<file path="src/rtl/slot_align_pkg.sv">
package slot_align_pkg;
    // Class of bus cycle that a strobe announces
    typedef enum logic [1:0] {
        ACC_NONE = 2'd0,
        ACC_MEM  = 2'd1,
        ACC_IACK = 2'd2
    } acc_kind_e;
endpackage

</file>
<file path="src/rtl/slot_phase_ctr.sv">
module slot_phase_ctr #(
    parameter int SLOT_CYCLES = 4,
    localparam int PHASE_W = $clog2(SLOT_CYCLES)
) (
    input  logic               clk,
    input  logic               rst_n,
    output logic [PHASE_W-1:0] phase_o,
    output logic               last_o
);
    localparam logic [PHASE_W-1:0] LAST = PHASE_W'(SLOT_CYCLES - 1);

    logic [PHASE_W-1:0] phase_d, phase_q;

    always_comb begin
        phase_d = (phase_q == LAST) ? '0 : phase_q + 1'b1;
    end

    always_ff @(posedge clk or negedge rst_n) begin
        if (!rst_n) phase_q <= '0;
        else        phase_q <= phase_d;
    end

    assign phase_o = phase_q;
    assign last_o  = (phase_q == LAST);
endmodule

</file>
<file path="src/rtl/slot_req_decode.sv">
module slot_req_decode
    import slot_align_pkg::*;
(
    input  logic      fetch_i,
    input  logic      mem_rd_i,
    input  logic      mem_wr_i,
    input  logic      int_ack_i,
    output acc_kind_e kind_o
);
    always_comb begin
        if (int_ack_i)                          kind_o = ACC_IACK;
        else if (fetch_i | mem_rd_i | mem_wr_i) kind_o = ACC_MEM;
        else                                    kind_o = ACC_NONE;
    end
endmodule

</file>
<file path="src/rtl/slot_hold_ctrl.sv">
module slot_hold_ctrl
    import slot_align_pkg::*;
#(
    parameter int SLOT_CYCLES    = 4,
    parameter int IACK_MIN_SLACK = 2,
    localparam int PHASE_W = $clog2(SLOT_CYCLES)
) (
    input  logic               clk,
    input  logic               rst_n,
    input  acc_kind_e          kind_i,
    input  logic [PHASE_W-1:0] phase_i,
    input  logic               last_i,
    output logic               wait_o
);
    typedef struct packed {
        logic pend;
    } hold_state_t;

    hold_state_t st_d, st_q;
    logic off_bound;
    logic short_slack;
    logic hold_now;

    always_comb begin
        off_bound   = (phase_i != '0);
        // clocks left before the next boundary, compared with the minimum
        short_slack = (SLOT_CYCLES - int'(phase_i)) < IACK_MIN_SLACK;
        hold_now    = off_bound &&
                      ((kind_i == ACC_MEM) ||
                       (kind_i == ACC_IACK && short_slack));
        wait_o      = off_bound && (hold_now || st_q.pend);
        st_d.pend   = (hold_now || st_q.pend) && !last_i;
    end

    always_ff @(posedge clk or negedge rst_n) begin
        if (!rst_n) st_q <= '0;
        else        st_q <= st_d;
    end
endmodule

</file>
<file path="src/rtl/slot_align_unit.sv">
module slot_align_unit
    import slot_align_pkg::*;
#(
    parameter int SLOT_CYCLES    = 4,
    parameter int IACK_MIN_SLACK = 2,
    localparam int PHASE_W = $clog2(SLOT_CYCLES)
) (
    input  logic               clk,
    input  logic               rst_n,
    input  logic               fetch_i,
    input  logic               mem_rd_i,
    input  logic               mem_wr_i,
    input  logic               int_ack_i,
    output logic               wait_o,
    output logic [PHASE_W-1:0] slot_phase_o
);
    acc_kind_e          kind;
    logic [PHASE_W-1:0] phase;
    logic               last;

    slot_phase_ctr #(.SLOT_CYCLES(SLOT_CYCLES)) u_phase (
        .clk     (clk),
        .rst_n   (rst_n),
        .phase_o (phase),
        .last_o  (last)
    );

    slot_req_decode u_dec (
        .fetch_i   (fetch_i),
        .mem_rd_i  (mem_rd_i),
        .mem_wr_i  (mem_wr_i),
        .int_ack_i (int_ack_i),
        .kind_o    (kind)
    );

    slot_hold_ctrl #(
        .SLOT_CYCLES    (SLOT_CYCLES),
        .IACK_MIN_SLACK (IACK_MIN_SLACK)
    ) u_hold (
        .clk     (clk),
        .rst_n   (rst_n),
        .kind_i  (kind),
        .phase_i (phase),
        .last_i  (last),
        .wait_o  (wait_o)
    );

    assign slot_phase_o = phase;
endmodule

</file>
<file path="config.mk">
export PLATFORM = sky130hd
export DESIGN_NAME = slot_align_unit
export DESIGN_NICKNAME = d
export VERILOG_FILES = /design/src/rtl/slot_align_pkg.sv /design/src/rtl/slot_phase_ctr.sv /design/src/rtl/slot_req_decode.sv /design/src/rtl/slot_hold_ctrl.sv /design/src/rtl/slot_align_unit.sv
export SDC_FILE = /design/constraint.sdc
export NUM_CORES = 1
export LEC_CHECK = 0
export ABC_CLOCK_PERIOD_IN_PS = 1710
export BUFFER_PORTS_ARGS = -buffer_cell sky130_fd_sc_hd__buf_2
export CAP_MARGIN = 30
export CORE_AREA = 2 2 39 41
export DETAILED_ROUTE_END_ITERATION = 7
export DIE_AREA = 0 0 41 43
export SLEW_MARGIN = 10
export SYNTH_ARGS = -nofsm -noshare
export SYNTH_HDL_FRONTEND = slang
export SYNTH_HIERARCHICAL = 1
export SYNTH_SLANG_ARGS = --single-unit
</file>
<file path="constraint.sdc">
create_clock -name clk -period 1.71 [get_ports clk]
set_clock_uncertainty 0.15 [all_clocks]
set_input_delay 0.0855 -clock clk [delete_from_list [all_inputs] [get_ports clk]]
set_output_delay 0.0855 -clock clk [all_outputs]
set_load 0.02 [all_outputs]
</file>
==> run_results.csv, run 1 <==
group,metric,value,unit
outcome,status,"complete, no violations",
drt,drtAntennaViolNets,0,
drt,vias_per_cell,3.51,
drt,firstDrtPassIters,4,
setup_path,required,1470,ps
place,globalplace.congestion,0.536,
final_layout,nets,35,
timing,fin_tns_setup,0,ps
final_layout,fin_util,0.173,
drt,top_layer,"met4",
drt,dr_wl_met2,179,µm
timing,maxSlewHeadroom,0.888,
yosys,syn_nets,22,
yosys,synth-seq-cells,3,
drt,wl_met1,119,µm
final_layout,layout_commonest_cell,"buf_2",
pwr,switching_share,0.208,
global_routing,grt_pass1_vias,179,
global_routing,grt_max_degree,7,
drt,via_count,151,
pwr,p_comb_frac,0.085,
flow_run,maxCapViolCount,0,
drt,post_drt_wl_per_cell,7.86,µm
yosys,syn_avg_cell_area,10.0,µm²
hold_path,min_path_type,"primary input to asynchronous set/reset pin",
drt,drc,0,
cts,cts_tree,"done",
pwr,intPower,0.169,mW
yosys,netlist_instances,15,
cts,clock_sinks,3,
yosys,syn_area,150,µm²
setup_path,end_kind,"output pin",
drt,wl_met3,33,µm
global_routing,grt_usage,0.0573,
setup_path,cp-start-kind,"register",
pwr,p_per_area,892,mW/mm²
cts,ctsHtreeMaxLevel,1,
place,hpwl,291,µm
yosys,synth_fa_ha_area_frac,0.0833,
drt,drtIter0Drc,1,
yosys,yosys_warnings,6,
final_layout,drive_gt1_frac,0.444,
yosys,synth-seq-area-share,0.500,
pwr,clockPowerShare,0.579,
final_layout,mostFrequentLayoutCells,"buf_2, clkbuf_4, dfrtp_1, nor2_1",
pwr,vdd_drop_max,0.229,mV
floorplanning,chipWidth,41,µm
final_layout,area_growth,59.2,%
floorplanning,die_h,43,µm
floorplanning,io_pins,9,
timing,setup_viol_count_final,0,
cts,cts_resized,0,
cts,clkTransAtPathRegs,40,ps
yosys,synth_simple_gate_area_frac,0.225,
timing,rsz0062_at_grt,"false",
yosys,synth_xor_area_frac,0,
timing,tightest_slew,167,ps
cts,clock_latency,230,ps
timing,fmax,0.780,GHz
floorplanning,start_util,0.108,
floorplanning,coreArea,0.00138,mm²
yosys,synthMuxAreaShare,0,
global_routing,grt_pass1_wl,593,µm
place,io_buffers,8,
timing,hold_viol_final,0,
setup_path,cp_max_fo,6,
pwr,p_seq_frac,0.336,
drt,wl,338,µm
yosys,synth_compound_area_frac,0.117,
cts,numCtsBuffers,3,
global_routing,antenna_found_initial,0,
pwr,p_leak,0.118,nW
floorplanning,row_count,14,
yosys,synth.distinct_cells,12,
setup_path,arrival,1050,ps
floorplanning,die-area,0.00176,mm²
timing,fin_crit_sh,0.750,
pwr,power.switching,0.0442,mW
global_routing,gr-total-overflow,0,
cts,root_buffer,"clkbuf_4",
setup_path,critPathKind,"register to output pin",
final_layout,n_antenna_cell,0,
timing,final_max_slew_viol_count,0,
cts,clockBufferDepth,2,
yosys,synth_top_family_by_area,"simple AND/OR/NAND/NOR gates",
timing,fin_crit,1280,ps
timing,fin_hold_ws,24.9,ps
pwr,finalPower,0.213,mW
[timing repair]
action,CTS,global route
hold endpoints to repair,3,0
buffers inserted,0,0
hold buffers,1,0
[cell families (layout without fill, tap and decap cells)]
kind of cell,count (synthesis),count (layout)
and+or+nand+nor,6,6
AOI/OAI and AO/OA,3,3
DFF,3,3
buffers and inverters,2,14
adders and majority gates,1,1
[per-stage QoR]
stage	setup WS [ps]	area, µm²	std cells
2_1_floorplan	645	150	15
3_3_place_gp	595	203	38
3_5_place_dp	578	203	38
4_1_cts	418	239	43
5_1_grt	370	239	43
6_report	428	239	43
[path summary, 6_finish.rpt]
kind,start,endpoint,slack [ps],cells after the start
worst max-delay path,u_phase/phase_o[0],wait_o,430,3
worst min-delay path,rst_n,u_phase/phase_o[0],20,2
worst max register to register,u_phase/phase_o[0],u_hold/st_q,660,2
worst min register to register,u_phase/phase_o[0],u_phase/phase_o[0],370,1
max in group asynchronous,rst_n,u_hold/st_q,1280,2
min in group clk,int_ack_i,u_hold/st_q,60,4
[cells in the mapped netlist]
cell | count | area [µm²]
o21ai_0 | 1 | 5.00
nor2b_2 | 1 | 8.76
nand4b_1 | 1 | 8.76
dfrtp_1 | 3 | 75.1
ha_1 | 1 | 12.5
nor2_1 | 2 | 7.51
nor3_1 | 1 | 5.00
o22ai_1 | 1 | 6.26
buf_4 | 1 | 7.51
inv_1 | 1 | 3.75
a31oi_1 | 1 | 6.26
nand2_1 | 1 | 3.75
[power groups by stage]
stage | sequential (mW) | combinational (mW) | clock, mW
finish | 0.0716 | 0.0182 | 0.123
global route | 0.0715 | 0.0208 | 0.132
CTS | 0.0715 | 0.0186 | 0.131
detailed placement | 0.0724 | 0.0169 | 0
global placement | 0.0724 | 0.0161 | 0
floorplan | 0.0725 | 0.00934 | 0
[final cells by class]
class	instances	area [µm²]
clock buffers	4	26.3
fillers	155	1140
multi-input cells	10	63.8
well taps	16	20.0
repair buffers	9	50.0
flip-flops and latches	3	75.1
inverters	1	3.75
[flip-flops by register name (all words and copies together), names as in the netlist]
| name | count |
|---|---|
| u_phase/phase_o | 2 |
| u_hold/st_q | 1 |
[layer usage]
| layer | vias to the layer above | global-route usage |
|---|---|---|
| met4 | 0 | 0.0800 |
| met2 | 5 | 0.0781 |
| met3 | 2 | 0.0314 |
| li1 | 76 | - |
| met5 | - | 0 |
| met1 | 68 | 0.0452 |
[critical path: stages (launching register included)]
cell and delay, ps:
dfrtp_1 420, o22ai_1 180, nand2_1 60, buf_2 150
No activity file was read; power rests on OpenSTA's default activity.
==> run 2: changes to the inputs <==
Settings changed: ABC_CLOCK_PERIOD_IN_PS 1710 to 1350.
Clock period 1.71 ns to 1.35 ns, I/O delays scaled along.
==> run 2 against run 1 <==
Register-to-register slack got worse by 340 ps. Design area is the same. Combinational power is 24% higher. Routed wire length fell by 9.5%. Non-clock buffer count did not move. Global-route usage fell by 0.40 points. Critical path depth did not move. Worst hold slack got worse by 15 ps. Count of clock-buffer cells in the layout stayed put. Highest routed layer is now met3. Clock power up 25%. Sequential share of layout area unchanged. Flip-flop and latch count unchanged.
==> run_results.csv, run 2 (synthesized netlist as in run 1, its figures left out) <==
group,metric,value,unit
flow_run,maxCapViolCount,0,
place,hpwl,257,µm
place,io_buffers,8,
cts,root_buffer,"clkbuf_4",
final_layout,area_growth,59.2,%
cts,ctsHtreeMaxLevel,1,
floorplanning,die_h,43,µm
setup_path,critPathTopFamily,"flip-flops",
final_layout,mostFrequentLayoutCells,"buf_2, clkbuf_4, dfrtp_1, nor2_1",
setup_path,end_kind,"output pin",
final_layout,n_antenna_cell,0,
pwr,finalPower,0.268,mW
setup_path,cp-startpoint,"u_phase/phase_o[0]",
cts,clockBufferDepth,2,
drt,drtAntennaViolNets,0,
cts,clock_sinks,3,
global_routing,grt_max_degree,7,
drt,wl,306,µm
place,globalplace.congestion,0.528,
global_routing,gr-total-overflow,0,
drt,post_drt_wl_per_cell,7.12,µm
drt,firstDrtPassIters,2,
final_layout,nets,35,
global_routing,antenna_found_initial,0,
cts,numCtsBuffers,3,
setup_path,cp_max_fo,6,
final_layout,layout_commonest_cell,"buf_2",
drt,drc,0,
final_layout,largest_reg_flops,2,
global_routing,grt_pass1_wl,510,µm
timing,tightest_slew,159,ps
setup_path,worstReg2RegStart,"u_phase/phase_o[0]",
drt,vias_per_cell,3.60,
floorplanning,coreArea,0.00138,mm²
timing,setup_ws,92.0,ps
timing,fin_crit,1260,ps
global_routing,grt_pass1_vias,150,
setup_path,arrival,1040,ps
drt,via_count,155,
cts,clock_latency,230,ps
setup_path,cp-start-kind,"register",
timing,fmax,0.795,GHz
floorplanning,row_count,14,
timing,fin_hold_ws,9.62,ps
drt,drtIter0Drc,2,
setup_path,path_depth,3,
floorplanning,io_pins,9,
timing,hold_viol_final,0,
floorplanning,die-area,0.00176,mm²
cts,clkTransAtPathRegs,40,ps
floorplanning,start_util,0.108,
floorplanning,chipWidth,41,µm
setup_path,path_cells,"o22ai_1 > nand2_1 > buf_2",
pwr,p_leak,0.118,nW
timing,fin_tns_setup,0,ps
setup_path,cp.buffers_inverters,1,
setup_path,crit_end,"wait_o",
timing,setup_viol_count_final,0,
setup_path,critPathKind,"register to output pin",
setup_path,crit_slowest_cell,"dfrtp_1",
cts,cts_tree,"done",
pwr,vdd_drop_max,0.274,mV
cts,cts_resized,0,
timing,fin_crit_sh,0.932,
global_routing,grt_usage,0.0533,
timing,rsz0062_at_grt,"false",
setup_path,critical-path-max-stage-delay,420,ps
setup_path,r2r-end,"u_hold/st_q",
timing,final_max_slew_viol_count,0,
setup_path,rrSetupSlack,320,ps
hold_path,min_path_type,"primary input to asynchronous set/reset pin",
place,pre_cts_ws,251,ps
setup_path,reg2reg_depth,2,
setup_path,required,1130,ps
final_layout,fin_util,0.173,
pwr,p_per_area,1120,mW/mm²
final_layout,drive_gt1_frac,0.444,
outcome,status,"complete, no violations",
timing,maxSlewHeadroom,0.893,
[run 2: through the flow]
stage / cell area (µm²) / cells
after detailed placement: 203 / 38
after floorplan: 150 / 15
after global routing: 239 / 43
after CTS: 239 / 43
final: 239 / 43
after global placement: 203 / 38
[run 2: cell type report]
| type | count | area, µm² |
|---|---|---|
| clock buffer | 4 | 26.3 |
| fill | 162 | 1140 |
| inverter | 1 | 3.75 |
| multi-input combinational | 10 | 63.8 |
| sequential | 3 | 75.1 |
| tap | 16 | 20.0 |
| timing repair buffer | 9 | 50.0 |
[run 2: repair_timing]
item,4_1_cts,5_1_grt
buffers inserted,0,0
hold endpoints to repair,3,0
hold buffers,1,0
[run 2: worst min-delay path by stage]
stage,end,slack (ps)
2_1_floorplan,u_hold/st_q,-380
6_report,u_phase/phase_o[0],10
4_1_cts,u_phase/phase_o[0],1
3_5_place_dp,u_phase/phase_o[0],-280
3_3_place_gp,u_phase/phase_o[0],-290
5_1_grt,u_hold/st_q,10
[run 2: worst register-to-register path: stages, from the launching register on]
cell	delay, ps
dfrtp_1	420
ha_1	230
a31oi_1	150
[run 2: power breakdown]
part / leakage, nW / internal, mW / switching (mW)
Combinational: 0.0647 / 0.0125 / 0.0100
Clock: 0.0150 / 0.111 / 0.0439
Sequential: 0.0380 / 0.0907 / 0
[run 2: layer usage]
layer | global-route usage | wire [µm] | up-vias
met4 | 0.0800 | 0 | 0
met2 | 0.0688 | 153 | 5
met3 | 0.0471 | 42 | 0
met5 | 0 | 0 | -
li1 | - | - | 78
met1 | 0.0324 | 110 | 72
==> run 3: changes to the inputs <==
Settings changed: MAX_ROUTING_LAYER set to met4, PLACE_DENSITY_LB_ADDON set to 0.15.
==> run 3 against run 2 <==
Sequential share of layout area is the same. Combinational power barely moved. First-iteration DRC count stayed put. Final cell count unchanged. Sequential power about the same.
==> run_results.csv, run 3 (synthesized netlist as in run 1, its figures left out) <==
group,metric,value,unit
global_routing,gr-total-overflow,0,
final_layout,layout_commonest_cell,"buf_2",
timing,fin_tns_setup,0,ps
timing,setup_ws,92.3,ps
drt,drtAntennaViolNets,0,
setup_path,required,1130,ps
pwr,p_per_area,1120,mW/mm²
cts,ctsHtreeMaxLevel,1,
setup_path,arrival,1040,ps
drt,via_count,150,
cts,cts_tree,"done",
global_routing,grt_pass1_vias,134,
global_routing,grt_usage,0.0557,
setup_path,worstReg2RegStart,"u_phase/phase_o[0]",
cts,clockBufferDepth,2,
floorplanning,die-area,0.00176,mm²
floorplanning,coreArea,0.00138,mm²
drt,drc,0,
place,place_inst,38,
flow_run,maxCapViolCount,0,
floorplanning,row_count,14,
setup_path,cp-start-kind,"register",
drt,wl_met3,42,µm
place,io_buffers,8,
timing,fin_crit,1260,ps
setup_path,r2r-end,"u_hold/st_q",
drt,top_layer,"met3",
place,pre_cts_ws,241,ps
cts,post_cts_buffers,0,
floorplanning,io_pins,9,
place,globalplace.congestion,0.553,
setup_path,critPathKind,"register to output pin",
setup_path,cp-startpoint,"u_phase/phase_o[0]",
drt,post_drt_wl_per_cell,7.51,µm
drt,firstDrtPassIters,2,
timing,tightest_slew,165,ps
timing,rsz0062_at_grt,"false",
global_routing,antenna_found_initial,0,
pwr,p_leak,0.118,nW
cts,clock_latency,230,ps
floorplanning,start_util,0.108,
setup_path,cp_max_fo,6,
setup_path,crit_end,"wait_o",
final_layout,largest_reg_flops,2,
final_layout,area_growth,59.2,%
timing,fin_hold_ws,13.9,ps
timing,fmax,0.795,GHz
global_routing,grt_pass1_wl,538,µm
setup_path,rrSetupSlack,320,ps
global_routing,grt_max_degree,7,
drt,dr_wl_met2,138,µm
drt,wl_met1,142,µm
final_layout,fin_cells,43,
drt,drtIter0Drc,2,
timing,maxSlewHeadroom,0.889,
timing,final_max_slew_viol_count,0,
cts,clock_sinks,3,
hold_path,min_path_type,"primary input to asynchronous set/reset pin",
setup_path,reg2reg_depth,2,
final_layout,n_fill_cell,165,
floorplanning,die_h,43,µm
drt,vias_per_cell,3.49,
final_layout,drive_gt1_frac,0.444,
setup_path,end_kind,"output pin",
cts,numCtsBuffers,3,
final_layout,n_antenna_cell,0,
cts,clkTransAtPathRegs,40,ps
pwr,vdd_drop_max,0.293,mV
timing,hold_viol_final,0,
cts,root_buffer,"clkbuf_4",
final_layout,mostFrequentLayoutCells,"buf_2, clkbuf_4, dfrtp_1, nor2_1",
outcome,status,"complete, no violations",
floorplanning,chipWidth,41,µm
timing,setup_viol_count_final,0,
final_layout,nets,35,
drt,wl,323,µm
timing,fin_crit_sh,0.932,
## run 3: cell counts in the layout (fill, tap and decap cells not counted)
No cell type changed its count.
## run 3: worst min-delay path by stage
stage	end	slack (ps)	start
finish	u_hold/st_q	10	rst_n
CTS	u_phase/phase_o[1]	9	rst_n
detailed placement	u_phase/phase_o[1]	-280	rst_n
floorplan	u_hold/st_q	-380	rst_n
global route	u_phase/phase_o[0]	20	rst_n
global placement	u_phase/phase_o[1]	-290	rst_n
## run 3: repair_timing
action,in CTS,in global routing
endpoints found under the hold margin,3,0
resized for setup,0,0
hold buffers,1,0
## run 3: report_power, final
| group | switching, mW | internal, mW | leakage (nW) |
|---|---|---|---|
| sequential | 0 | 0.0907 | 0.0380 |
| clock | 0.0432 | 0.111 | 0.0150 |
| combinational | 0.0101 | 0.0125 | 0.0647 |
## run 3: layout make-up
cell class,count,area [µm²],share of cell area
clock buffers,4,26.3,0.110
flip-flops and latches,3,75.1,0.314
multi-input cells,10,63.8,0.267
inverters,1,3.75,0.0157
well taps,16,20.0,0.0838
repair buffers,9,50.0,0.209
## run 3: worst max-delay path, cell delays in order (launching register included)
cell	delay (ps)
dfrtp_1	420
o22ai_1	180
nand2_1	60
buf_2	150
## run 3: per-layer routing
layer / up-vias / global-route usage
li1: 76 / -
met1: 69 / 0.0615
met2: 5 / 0.0438
met3: 0 / 0.0628
met4: 0 / 0.0600
met5: - / -
## run 3: stage by stage
| step | instance area, µm² | power [mW] | util |
|---|---|---|---|
| floorplan | 150 | 0.104 | - |
| global placement | 203 | 0.112 | 0.146 |
| detailed placement | 203 | 0.112 | 0.146 |
| CTS | 239 | 0.279 | 0.173 |
| global route | 239 | 0.289 | 0.173 |
| finish | 239 | 0.267 | 0.173 |
